<file path="config.mk">
export PLATFORM = sky130hd
export DESIGN_NAME = dual_serial_ctrl
export DESIGN_NICKNAME = d
export VERILOG_FILES = /design/src/rtl/dsc_pkg.sv /design/src/rtl/dsc_tick_gen.sv /design/src/rtl/dsc_tx_unit.sv /design/src/rtl/dsc_rx_unit.sv /design/src/rtl/dual_serial_ctrl.sv
export SDC_FILE = /design/constraint.sdc
export NUM_CORES = 1
export LEC_CHECK = 0
export BUFFER_PORTS_ARGS = -buffer_cell sky130_fd_sc_hd__buf_2
export CELL_PAD_IN_SITES_DETAIL_PLACEMENT = 1
export CELL_PAD_IN_SITES_GLOBAL_PLACEMENT = 1
export CORE_MARGIN = 3
export CORE_UTILIZATION = 35
export CTS_CLUSTER_DIAMETER = 100
export DETAILED_ROUTE_END_ITERATION = 12
export GPL_TIMING_DRIVEN = 0
export PLACE_DENSITY = 0.63
export SLEW_MARGIN = 20
export SYNTH_ARGS = -nofsm -noshare
export SYNTH_HDL_FRONTEND = slang
export SYNTH_SLANG_ARGS = --single-unit
export TNS_END_PERCENT = 50
</file>
<file path="constraint.sdc">
create_clock -name clk -period 3.2 [get_ports clk]
set_clock_uncertainty 0.05 [all_clocks]
set_input_delay 0.64 -clock clk [delete_from_list [all_inputs] [get_ports clk]]
set_output_delay 0.64 -clock clk [all_outputs]
set_load 0.05 [all_outputs]
</file>
<file path="src/rtl/dsc_pkg.sv">
package dsc_pkg;

    typedef enum logic [1:0] {
        RX_IDLE  = 2'd0,
        RX_START = 2'd1,
        RX_DATA  = 2'd2,
        RX_STOP  = 2'd3
    } dsc_rx_state_e;

    localparam int unsigned OVERSAMPLE = 16;
    localparam int unsigned CHAR_BITS  = 8;

endpackage

</file>
<file path="src/rtl/dsc_tick_gen.sv">
module dsc_tick_gen #(
    parameter int unsigned CW = 8
) (
    input  logic          clk,
    input  logic          rst_n,
    input  logic          restart,
    input  logic          en,
    input  logic [CW-1:0] div,
    output logic          tick
);
    typedef struct packed {
        logic [CW-1:0] cnt;
    } tick_state_t;

    tick_state_t st_d, st_q;
    logic        at_end;

    always_comb begin
        st_d   = st_q;
        at_end = (st_q.cnt == div - CW'(1));
        tick   = en && !restart && at_end;
        if (restart) begin
            st_d.cnt = '0;
        end else if (en) begin
            st_d.cnt = at_end ? '0 : st_q.cnt + CW'(1);
        end
    end

    always_ff @(posedge clk) begin
        if (!rst_n) st_q <= '0;
        else        st_q <= st_d;
    end

    assert_tick_count_bounded_R2: assert property (@(posedge clk) disable iff (!rst_n)
        (en && !restart) |-> (st_q.cnt < div));

endmodule

</file>
<file path="src/rtl/dsc_tx_unit.sv">
module dsc_tx_unit #(
    parameter int unsigned DIV_W = 8
) (
    input  logic             clk,
    input  logic             rst_n,
    input  logic             wr_hit,
    input  logic [7:0]       wdata,
    input  logic [DIV_W-1:0] div_in,
    output logic             line,
    output logic             busy,
    output logic             done
);
    typedef struct packed {
        logic             busy;
        logic             done;
        logic             line;
        logic [7:0]       data;
        logic [3:0]       sub;
        logic [3:0]       bitn;
        logic [DIV_W-1:0] div;
    } tx_state_t;

    tx_state_t st_d, st_q;
    logic      accept;
    logic      tick;

    dsc_tick_gen #(.CW(DIV_W)) u_tick (
        .clk     (clk),
        .rst_n   (rst_n),
        .restart (accept),
        .en      (st_q.busy),
        .div     (st_q.div),
        .tick    (tick)
    );

    always_comb begin
        st_d   = st_q;
        accept = wr_hit && !st_q.busy;
        if (accept) begin
            st_d.busy = 1'b1;
            st_d.done = 1'b0;
            st_d.line = 1'b0;
            st_d.data = wdata;
            st_d.sub  = '0;
            st_d.bitn = '0;
            st_d.div  = div_in;
        end else if (st_q.busy && tick) begin
            if (st_q.sub == 4'd15) begin
                st_d.sub = '0;
                if (st_q.bitn == 4'd9) begin
                    st_d.busy = 1'b0;
                    st_d.done = 1'b1;
                    st_d.line = 1'b1;
                end else begin
                    st_d.bitn = st_q.bitn + 4'd1;
                    st_d.line = (st_q.bitn == 4'd8) ? 1'b1 : st_q.data[st_q.bitn[2:0]];
                end
            end else begin
                st_d.sub = st_q.sub + 4'd1;
            end
        end
    end

    always_ff @(posedge clk) begin
        if (!rst_n) begin
            st_q      <= '0;
            st_q.line <= 1'b1;
        end else begin
            st_q <= st_d;
        end
    end

    assign line = st_q.line;
    assign busy = st_q.busy;
    assign done = st_q.done;

    assert_idle_line_high_R1: assert property (@(posedge clk) disable iff (!rst_n)
        !st_q.busy |-> st_q.line);
    assert_frame_opens_low_R2: assert property (@(posedge clk) disable iff (!rst_n)
        $rose(st_q.busy) |-> !st_q.line);
    assert_done_on_busy_fall_R3: assert property (@(posedge clk) disable iff (!rst_n)
        $fell(st_q.busy) |-> st_q.done);
    assert_busy_write_ignored_R4: assert property (@(posedge clk) disable iff (!rst_n)
        (st_q.busy && wr_hit) |=> $stable(st_q.data));

endmodule

</file>
<file path="src/rtl/dsc_rx_unit.sv">
module dsc_rx_unit
    import dsc_pkg::*;
#(
    parameter int unsigned DIV_W = 8
) (
    input  logic             clk,
    input  logic             rst_n,
    input  logic             line_in,
    input  logic             rd_hit,
    input  logic [DIV_W-1:0] div_in,
    output logic [7:0]       hold,
    output logic             done,
    output logic             overrun
);
    typedef struct packed {
        dsc_rx_state_e    st;
        logic             s1;
        logic             s2;
        logic [3:0]       sub;
        logic [2:0]       bitn;
        logic [7:0]       shreg;
        logic [7:0]       hold;
        logic             done;
        logic             ovr;
        logic [DIV_W-1:0] div;
    } rx_state_t;

    rx_state_t st_d, st_q;
    logic      deliver;
    logic      restart;
    logic      tick;

    assign restart = (st_q.st == RX_IDLE) && !st_q.s2;

    dsc_tick_gen #(.CW(DIV_W)) u_tick (
        .clk     (clk),
        .rst_n   (rst_n),
        .restart (restart),
        .en      (st_q.st != RX_IDLE),
        .div     (st_q.div),
        .tick    (tick)
    );

    always_comb begin
        st_d    = st_q;
        deliver = 1'b0;
        st_d.s1 = line_in;
        st_d.s2 = st_q.s1;
        case (st_q.st)
            RX_IDLE: begin
                if (!st_q.s2) begin
                    st_d.st  = RX_START;
                    st_d.sub = '0;
                    st_d.div = div_in;
                end
            end
            RX_START: begin
                if (tick) begin
                    if (st_q.sub == 4'd7) begin
                        st_d.sub  = '0;
                        st_d.bitn = '0;
                        st_d.st   = st_q.s2 ? RX_IDLE : RX_DATA;
                    end else begin
                        st_d.sub = st_q.sub + 4'd1;
                    end
                end
            end
            RX_DATA: begin
                if (tick) begin
                    if (st_q.sub == 4'd15) begin
                        st_d.sub   = '0;
                        st_d.shreg = {st_q.s2, st_q.shreg[7:1]};
                        if (st_q.bitn == 3'd7) st_d.st = RX_STOP;
                        else                   st_d.bitn = st_q.bitn + 3'd1;
                    end else begin
                        st_d.sub = st_q.sub + 4'd1;
                    end
                end
            end
            default: begin
                if (tick) begin
                    if (st_q.sub == 4'd15) begin
                        st_d.st = RX_IDLE;
                        deliver = st_q.s2;
                    end else begin
                        st_d.sub = st_q.sub + 4'd1;
                    end
                end
            end
        endcase

        if (deliver) begin
            st_d.hold = st_q.shreg;
            st_d.done = 1'b1;
            st_d.ovr  = rd_hit ? 1'b0 : (st_q.ovr || st_q.done);
        end else if (rd_hit) begin
            st_d.done = 1'b0;
            st_d.ovr  = 1'b0;
        end
    end

    always_ff @(posedge clk) begin
        if (!rst_n) begin
            st_q    <= '0;
            st_q.st <= RX_IDLE;
            st_q.s1 <= 1'b1;
            st_q.s2 <= 1'b1;
        end else begin
            st_q <= st_d;
        end
    end

    assign hold    = st_q.hold;
    assign done    = st_q.done;
    assign overrun = st_q.ovr;

    assert_read_clears_flags_R6: assert property (@(posedge clk) disable iff (!rst_n)
        (rd_hit && !deliver) |=> (!st_q.done && !st_q.ovr));
    assert_overrun_needs_done_R7: assert property (@(posedge clk) disable iff (!rst_n)
        $rose(st_q.ovr) |-> $past(st_q.done));
    assert_overrun_with_done_R7: assert property (@(posedge clk) disable iff (!rst_n)
        st_q.ovr |-> st_q.done);
    assert_hold_only_on_stop_R11: assert property (@(posedge clk) disable iff (!rst_n)
        !deliver |=> $stable(st_q.hold));

endmodule

</file>
<file path="src/rtl/dual_serial_ctrl.sv">
module dual_serial_ctrl #(
    parameter int unsigned BASE_DIV = 2,
    parameter int unsigned DEV_W    = 6,
    parameter int unsigned RX_CODE  = 10,
    parameter int unsigned TX_CODE  = 11
) (
    input  logic             clk,
    input  logic             rst_n,
    input  logic             pio_wr,
    input  logic             pio_rd,
    input  logic [DEV_W-1:0] pio_dev,
    input  logic [7:0]       pio_wdata,
    input  logic [3:0]       rate_sel,
    output logic [7:0]       pio_rdata,
    input  logic             rx_line,
    output logic             tx_line,
    output logic             rx_done,
    output logic             rx_overrun,
    output logic             tx_busy,
    output logic             tx_done
);
    localparam int unsigned DIV_W = $clog2(BASE_DIV * 16 + 1);

    logic [DIV_W-1:0] rate_div;
    logic             rx_sel;
    logic             tx_sel;
    logic [7:0]       rx_hold;

    assign rate_div = DIV_W'(BASE_DIV * (int'(rate_sel) + 1));
    assign rx_sel   = (pio_dev == DEV_W'(RX_CODE));
    assign tx_sel   = (pio_dev == DEV_W'(TX_CODE));

    dsc_rx_unit #(.DIV_W(DIV_W)) u_rx (
        .clk     (clk),
        .rst_n   (rst_n),
        .line_in (rx_line),
        .rd_hit  (pio_rd && rx_sel),
        .div_in  (rate_div),
        .hold    (rx_hold),
        .done    (rx_done),
        .overrun (rx_overrun)
    );

    dsc_tx_unit #(.DIV_W(DIV_W)) u_tx (
        .clk    (clk),
        .rst_n  (rst_n),
        .wr_hit (pio_wr && tx_sel),
        .wdata  (pio_wdata),
        .div_in (rate_div),
        .line   (tx_line),
        .busy   (tx_busy),
        .done   (tx_done)
    );

    assign pio_rdata = (pio_rd && rx_sel) ? rx_hold : 8'h00;

    assert_busy_done_exclusive_R3: assert property (@(posedge clk) disable iff (!rst_n)
        !(tx_busy && tx_done));

endmodule

</file>
==> results of run 1 <==
==> placed cells by master (no fill, tap or decap), drive strengths merged, types with 6 or more instances in the layout <==
cell	Yosys	final
dfxtp	70	70
nand2	49	49
buf	4	39
nor2	31	31
mux2i	23	23
nor2b	22	22
clkbuf	11	22
ha	16	16
xnor2	15	15
xor2	15	15
a21boi	13	13
inv	12	12
nand3	11	11
and2	10	10
nand4	10	10
o21ai	9	9
nor3	8	8
o211a	6	6
a21oi	6	6
==> area by class of cell <==
cell class | count | area share, %
multi-input combinational | 282 | 48.0
sequential | 70 | 34.7
timing repair buffer | 35 | 4.34
tap | 129 | 4.00
clock buffer | 11 | 3.75
clock inverter | 5 | 2.60
buffer | 15 | 1.55
inverter | 12 | 1.11
==> power breakdown <==
part | internal (mW) | switching, mW
Clock | 0.561 | 0.346
Combinational | 0.0403 | 0.0551
Sequential | 0.877 | 0.00708
==> timing repair <==
action                                  4_1_cts  5_1_grt
resized for setup                             0        1
buffers inserted                              0        0
endpoints found under the setup margin        0        8
==> synthesized netlist by cell type, types with 2 or more instances <==
cell type | count | area [sq um]
mux4_2 | 2 | 45.0
inv_1 | 12 | 45.0
buf_2 | 2 | 10.0
or2_2 | 2 | 12.5
nor3_1 | 8 | 40.0
and2_1 | 10 | 62.6
clkbuf_1 | 11 | 41.3
nand3b_1 | 2 | 15.0
or4_1 | 3 | 22.5
o21ai_0 | 8 | 40.0
a32o_1 | 2 | 20.0
nand2_1 | 49 | 184
o21a_1 | 3 | 22.5
xnor2_1 | 15 | 131
nand3_1 | 11 | 55.1
nor2b_1 | 22 | 138
a21oi_1 | 6 | 30.0
mux2i_1 | 23 | 230
nor3b_1 | 2 | 15.0
o211a_1 | 6 | 60.1
nor2_1 | 30 | 113
or3_1 | 3 | 18.8
nand2b_1 | 3 | 18.8
ha_1 | 16 | 200
nand4_1 | 10 | 62.6
xor2_1 | 15 | 131
o31ai_1 | 2 | 15.0
dfxtp_1 | 70 | 1400
and3_1 | 3 | 18.8
a21boi_0 | 13 | 97.6
==> flip-flops by register name, indices dropped and copies added (netlist names) <==
register and count:
u_rx.done 1, u_rx.hold 8, u_rx.overrun 1, u_rx.st_d 1
u_rx.st_q 23, u_rx.u_tick.st_q 6, u_tx.busy 1, u_tx.done 1
u_tx.line 1, u_tx.st_q 21, u_tx.u_tick.st_q 6
==> per-stage QoR <==
step           hold slack [ps]  setup WS (ps)  cells  area [sq um]
6_report                   362            291    559          4040
5_1_grt                    402           94.3    559          4040
4_1_cts                    362            107    559          4030
3_5_place_dp               348            108    543          3780
3_3_place_gp               347           -206    543          3770
2_1_floorplan              336            514    379          3430
==> logic make-up (layout without fill, tap and decap cells) <==
logic type	Yosys count	after routing	synth area share (%)
AND/OR/NAND/NOR	163	163	24.1
flip-flops	70	70	40.8
AO/OA/AOI/OAI	48	48	10.4
XOR/XNOR	30	30	7.66
buffers and inverters	27	78	3.14
multiplexers	25	25	8.02
adder cells (fa/ha/maj)	16	16	5.84
==> worst paths after layout <==
kind,end,cells past startpoint,slack [ps]
max reg2reg,u_rx.st_q[30],9,390
max,pio_rdata[6],6,290
min,u_rx.st_q[31],1,360
min reg2reg,u_rx.st_q[31],1,360
==> layer usage <==
| layer | track usage (%) | routed length, microns | up-vias | share of wire, % |
|---|---|---|---|---|
| li1 | - | - | 1380 | - |
| met3 | 3.83 | 199 | 6 | 2.5 |
| met2 | 25.8 | 3930 | 22 | 49 |
| met1 | 20.3 | 3850 | 1331 | 48 |
| met4 | 3.66 | 79 | 0 | 0.98 |
| met5 | 0 | 0 | - | 0 |
==> impl_metrics.ini, run 1 <==
[setup_path]
path_buf_inv = 2
cp_slowest_cell = nor3b_4
rr_startpoint = u_rx.st_q[34]
slowest_delay_ps = 490
crit_path_start_kind = primary input
critPathLaunch = pio_dev[2]
critical_path.cell_chain = buf_2, nor4b_1, nand2_1, nor3b_4, and2_1, buf_2
critical_path_required_ps = 2510
cp.arrival_ps = 2220
crit_family = simple AND/OR/NAND/NOR gates
critical_path_peak_fanout = 10
critical_path_class = primary input to primary output
path_common_cell = buf_2
worstSetupEndpointType = primary output

[timing]
drv_slew = 0
rsz0062_at_grt = no
slew_headroom_pct = 53.0
hold_viol = 0
period_share_pct = 90.9
worstMarginPinSlew_ps = 702
fmax_mhz = 344
setup_viol = 0
tns_ps = 0
fin_crit_ps = 2910

[logic_synthesis]
avgSynthCellArea_sq_um = 9.05
synth_edf_count = 0
ys_seq_area_share_pct = 40.8
synth_nets = 418
ys_ff_latch = 70
netlist_area_sq_mm = 0.00343
synth_cell_type_count = 45
async_reset_ff_share_pct = 0
synth_ff_type = dfxtp_1
synthesis.yosys.warnings = 0
syn_inst = 379

[place]
portBuffers = 35
gp_congestion = 0.752
dp_hpwl_mm = 5.90

[floorplan]
die-area_sq_mm = 0.0110
die_w_microns = 105
core_sq_mm = 0.00937
start_util_pct = 36.6
ios = 36
rows = 35
die_h_microns = 105

[routing]
vias = 2739
drtPass1Iterations = 4
wl_per_cell_microns = 14.4
ant_nets = 0
drt_wl_total_mm = 8.05
drc = 0
drt-vias-per-instance = 4.90
drtIter0Drc = 91

[clocking]
holdBufCountCts = 0
clkTransAtPathRegs_ps = 80
clk_latency_ps = 340
cts.htree.levels = 3
cts_tree = yes
cts.path.max_buffers = 2
clkSinkCount = 70
cts_made_buffers = 9
root_buffer = clkbuf_8

[power_and_ir_drop]
power_mw = 1.89
power_density_mw_per_mm2 = 467
peakVddDrop_mv = 0.192
leakage_nw = 1.65

[worst_hold_path]
holdCritPathClass = register to register
worstHoldStart = u_rx.st_d[31]

[cells_and_area]
fin_util_pct = 43.1
multi_input_comb_area_sq_mm = 0.00194
antennaDiodeCount = 0
final_nets = 464
drive_above_1_share_pct = 14.7
regArea_sq_mm = 0.00140
n_fill_cell = 1165
area_growth_pct = 17.8

[run_status]
outcome = finished clean

[global_routing]
grt_start_max_net_pins = 13
grt_pass1_vias = 2861
grt_pass1_wl_mm = 13.9
grt_overflow = 0
grt_usage_pct = 15.5
antenna_found_initial = 0

[job]
maxCapViolCount = 0
No activity file was read; power rests on OpenSTA's default activity.
==> run 2, diff against run 1 <==
==> constraint.sdc (replaced) <==
create_clock -name clk -period 3.2 [get_ports clk]
set_clock_uncertainty 0.05 [all_clocks]
set_input_delay 0.64 -clock clk [delete_from_list [all_inputs] [get_ports clk]]
set_output_delay 0.64 -clock clk [all_outputs]
set_load 0.1 [all_outputs]
==> run 2 against run 1 <==
Against the previous run: cell count is 0.18% higher; clock power about the same; first-iteration DRC count shrank 2.2%; via count rose by 0.33%; sequential share of layout area fell by 0.17 points; worst setup slack is essentially flat; highest routed layer unchanged.
==> impl_metrics.ini, run 2 (synthesis gave the netlist of run 1 again) <==
[run_status]
outcome = finished clean

[setup_path]
worstSetupEndpointType = primary output
slowest_delay_ps = 420
critical_path_required_ps = 2510
critical_path_class = primary input to primary output
cp.arrival_ps = 2220
cp_slowest_cell = buf_2
critical_path.cell_chain = buf_2, nor4b_1, nand2_1, nor3b_4, buf_12, and2_1, buf_2
crit_path_start_kind = primary input
path_common_cell = buf_2
critPathLaunch = pio_dev[2]
rr_worst_depth = 9
critical_path_peak_fanout = 10
rr_startpoint = u_rx.st_q[34]

[worst_hold_path]
worstHoldStart = u_rx.st_d[31]
holdCritPathClass = register to register
holdPathStages = 1

[place]
gp_congestion = 0.752
pre_cts_slack_ps = -56.3
dpl_cell_area_sq_mm = 0.00378
dpl.cell_count = 543
portBuffers = 35
dp_hpwl_mm = 5.90

[floorplan]
die_h_microns = 105
die_w_microns = 105
die-area_sq_mm = 0.0110
ios = 36
core_sq_mm = 0.00937
rows = 35
start_util_pct = 36.6

[timing]
setup_viol = 0
worstMarginPinSlew_ps = 707
fmax_mhz = 344
drv_slew = 0
rsz0062_at_grt = no
slew_headroom_pct = 52.6
worst_slack_ps = 291
tns_ps = 0
hold_viol = 0
period_share_pct = 90.9
whs_ps = 362
fin_crit_ps = 2910

[global_routing]
grt_overflow = 0
grt_pass1_wl_mm = 14.0
grt_start_max_net_pins = 13
grt_usage_pct = 15.5
grt_pass1_vias = 2857
antenna_found_initial = 0

[clocking]
root_buffer = clkbuf_8
cts.path.max_buffers = 2
clk_latency_ps = 340
clkSinkCount = 70
clkTransAtPathRegs_ps = 80
cts.htree.levels = 3
cts_made_buffers = 9
cts_tree = yes
holdBufCountCts = 0

[cells_and_area]
n_fill_cell = 1163
final_nets = 465
drive_above_1_share_pct = 14.8
final_area_sq_mm = 0.00406
finalNonFillerCells = 560
top_register = u_rx.st_q
antennaDiodeCount = 0
largest_register_ffs = 23
fin_util_pct = 43.3
area_growth_pct = 18.3
layout_common_cells = dfxtp_1, nand2_1, buf_2
final_common_cell = dfxtp_1

[routing]
drt_wl_total_mm = 8.08
ant_nets = 0
drtPass1Iterations = 4
drc = 0
drt-vias-per-instance = 4.91
drtIter0Drc = 89
wl_per_cell_microns = 14.4
vias = 2748

[job]
maxCapViolCount = 0

[power_and_ir_drop]
power_density_mw_per_mm2 = 465
leakage_nw = 1.66
power_mw = 1.89
peakVddDrop_mv = 0.192
run 2: cell types whose count changed in the layout (fill, tap and decap cells not counted):
cell / previous run / this run
buf_12: 0 / 1
run 2: path summary, 6_finish.rpt:
path / to / slack, ps
max: pio_rdata[2] / 290
min: u_rx.st_q[31] / 360
max reg2reg: u_rx.st_q[30] / 390
min reg2reg: u_rx.st_q[31] / 360
run 2: what timing repair did:
item,4_1_cts,5_1_grt
endpoints found under the hold margin,0,0
pin swaps,0,1
setup endpoints to repair,8,8
resized for setup,1,0
buffers inserted,0,1
run 2: layout make-up:
class,instances,area (sq um),share of cell area (%)
plain buffers,15,62.6,1.54
clock inverters,5,105,2.59
inverters,12,45.0,1.11
well taps,129,161,3.98
flip-flops and latches,70,1400,34.5
clock buffers,11,151,3.73
multi-input cells,282,1940,47.7
repair buffers,36,195,4.81
run 2: report_power, final:
part | internal, mW | leakage [nW] | switching [mW] | total [mW]
clock | 0.561 | 0.122 | 0.347 | 0.908
sequential | 0.877 | 0.565 | 0.00710 | 0.884
combinational | 0.0405 | 0.972 | 0.0558 | 0.0963
total | 1.48 | 1.66 | 0.410 | 1.89
run 2: worst max-delay path, delay by kind of cell:
| kind | cells | cell delay (ps) |
|---|---|---|
| simple gates | 4 | 900 |
| buf+inv | 3 | 670 |
run 2: routing by layer:
| layer | track usage (%) | wire [microns] | up-vias |
|---|---|---|---|
| met5 | 0 | 0 | - |
| met4 | 3.66 | 79 | 0 |
| met3 | 3.83 | 198 | 6 |
| met2 | 25.7 | 3940 | 22 |
| met1 | 20.4 | 3860 | 1337 |
| li1 | - | - | 1383 |
==> run 3, diff against run 2 <==
--- a/config.mk
+++ b/config.mk
@@ -10,10 +10,11 @@
 export CELL_PAD_IN_SITES_GLOBAL_PLACEMENT = 1
 export CORE_MARGIN = 3
 export CORE_UTILIZATION = 35
+export CTS_BUF_LIST = sky130_fd_sc_hd__clkbuf_2
 export CTS_CLUSTER_DIAMETER = 100
 export DETAILED_ROUTE_END_ITERATION = 12
 export GPL_TIMING_DRIVEN = 0
-export PLACE_DENSITY = 0.63
+export PLACE_DENSITY = 0.66
 export SLEW_MARGIN = 20
 export SYNTH_ARGS = -nofsm -noshare
 export SYNTH_HDL_FRONTEND = slang
==> constraint.sdc (replaced) <==
create_clock -name clk -period 2.4 [get_ports clk]
set_clock_uncertainty 0.05 [all_clocks]
set_input_delay 0.48 -clock clk [delete_from_list [all_inputs] [get_ports clk]]
set_output_delay 0.48 -clock clk [all_outputs]
set_load 0.1 [all_outputs]
==> run 3 against run 2 <==
Against the previous run: the flow now finishes with violations (negative setup slack); non-clock buffer count is 9 higher; global-route usage is 0.69 points higher; sequential cell count stayed put; critical endpoint is now u_rx.st_q[30]; routed wire length is 9.6% higher; register-to-register slack worse by 390 ps; worst setup slack worse by 290 ps; critical path depth is 3 higher; sequential share of layout area is 1.3 points lower; largest cell class unchanged; cell count is 1.6% higher; die area stayed put.
==> impl_metrics.ini, run 3 (synthesis gave the netlist of run 1 again) <==
[timing]
setup_viol = 1
drv_slew = 0
whs_ps = 93.0
hold_viol = 0
slew_headroom_pct = 58.4
period_share_pct = 100
worstMarginPinSlew_ps = 621
rsz0062_at_grt = yes
fin_crit_ps = 2400
fmax_mhz = 416
worst_slack_ps = -3.04

[clocking]
cts_made_buffers = 9
cts.path.max_buffers = 2
clkSinkCount = 70
cts_tree = yes
cts.htree.levels = 3
clk_latency_ps = 520
root_buffer = clkbuf_2
holdBufCountCts = 0
clkTransAtPathRegs_ps = 210

[routing]
vias = 2822
drt-vias-per-instance = 4.96
drc = 0
drtPass1Iterations = 4
drtIter0Drc = 85
ant_nets = 0
drt_wl_total_mm = 8.85
wl_per_cell_microns = 15.6

[power_and_ir_drop]
leakage_nw = 1.74
power_density_mw_per_mm2 = 544
peakVddDrop_mv = 0.243
power_mw = 2.33

[worst_hold_path]
holdPathStages = 2
holdCritPathClass = primary input to register
worstHoldStart = rx_line
holdPathEnd = u_rx.st_d[31]

[setup_path]
path_buf_inv = 3
critical_path_class = register to register
rr_startpoint = u_rx.st_q[2]
critical_path_required_ps = 2810
slowest_delay_ps = 520
cp_slowest_cell = or4_1
reg2reg_slack_ps = -3
crit_family = simple AND/OR/NAND/NOR gates
crit_path_start_kind = register
rr_worst_depth = 10
critical_path_peak_fanout = 5
cp.arrival_ps = 2810
path_common_cell = buf_6
worstSetupEndpointType = register
critical_path.cell_chain = inv_2, ha_4, xor2_2, nand4_1, a211oi_4, buf_6, buf_6, nor2_1, or4_1, nand3_1
reg2reg_to = u_rx.st_q[30]

[place]
gp_congestion = 0.808
portBuffers = 35
dpl_cell_area_sq_mm = 0.00379
pre_cts_slack_ps = -665
dp_hpwl_mm = 6.24

[cells_and_area]
top_register = u_rx.st_q
regArea_sq_mm = 0.00142
final_common_cell = dfxtp_1
multi_input_comb_area_sq_mm = 0.00203
n_fill_cell = 1117
area_growth_pct = 24.5
antennaDiodeCount = 0
layout_common_cells = dfxtp_1, nand2_1, nor2_1
final_nets = 474
fin_util_pct = 45.6
final_area_sq_mm = 0.00427
largest_register_ffs = 23
drive_above_1_share_pct = 23.2

[run_status]
violations = negative setup slack
outcome = complete, but fails checks

[floorplan]
die_w_microns = 105
die_h_microns = 105
start_util_pct = 36.6
die-area_sq_mm = 0.0110
core_sq_mm = 0.00937
ios = 36
rows = 35

[global_routing]
grt_start_max_net_pins = 13
grt_overflow = 0
grt_usage_pct = 16.2
grt_pass1_vias = 2965
antenna_found_initial = 0
grt_pass1_wl_mm = 14.4

[job]
maxCapViolCount = 0
-- run 3: cell types whose count changed in the layout (fill, tap and decap cells not counted), sizes merged --
cell,before,now
clkinv,0,2
buf,40,50
clkbuf,22,20
bufinv,3,4
clkinvlp,2,0
-- run 3: stage by stage --
step	setup TNS (ps)	instances
finish	-3.04	569
global route	-441	569
CTS	-17.6	564
detailed placement	-15760	543
global placement	-18530	543
floorplan	-177	379
-- run 3: worst register-to-register path, cell delays in order (launching register included) --
cell      delay (ps)
dfxtp_2          390
inv_2             50
ha_4             260
xor2_2           170
nand4_1          200
a211oi_4         310
buf_6            160
buf_6            110
nor2_1            40
or4_1            520
nand3_1           90
-- run 3: timing repair --
action / in CTS / in global routing
gates resized for setup: 30 / 29
setup endpoints to repair: 45 / 31
buffers inserted: 6 / 6
pin swaps: 5 / 9
endpoints found under the hold margin: 0 / 0
-- run 3: worst max path at each step --
stage	slack (ps)	cells past startpoint	startpoint	to
5_1_grt	-100	10	u_rx.st_q[1]	u_rx.st_q[30]
6_report	-3	10	u_rx.st_q[2]	u_rx.st_q[30]
3_3_place_gp	-1070	6	pio_dev[2]	pio_rdata[7]
2_1_floorplan	-20	4	pio_dev[2]	pio_rdata[0]
3_5_place_dp	-670	6	pio_dev[2]	pio_rdata[5]
4_1_cts	-10	10	u_tx.st_q[1]	u_tx.st_q[6]
-- run 3: routing by layer --
| layer | part of all wire [%] | vias to the layer above | track usage, % |
|---|---|---|---|
| met4 | 1.3 | 0 | 4.40 |
| met1 | 46 | 1380 | 20.6 |
| met3 | 2.6 | 10 | 3.95 |
| li1 | - | 1402 | - |
| met5 | 0 | - | 0 |
| met2 | 50 | 30 | 27.4 |
-- run 3: final cells by class --
type	count	share of cell area (%)
buffer	13	1.35
clock buffer	10	1.17
clock inverter	6	3.13
inverter	12	1.05
multi-input combinational	282	47.4
sequential	70	33.2
tap	129	3.78
timing repair buffer	47	8.90
-- run 3: where the power goes --
part	total, mW	switching [mW]	internal [mW]	leakage, nW
Clock	0.996	0.438	0.558	0.106
Combinational	0.149	0.0845	0.0646	1.07
Sequential	1.18	0.0101	1.17	0.570
Total	2.33	0.533	1.79	1.74
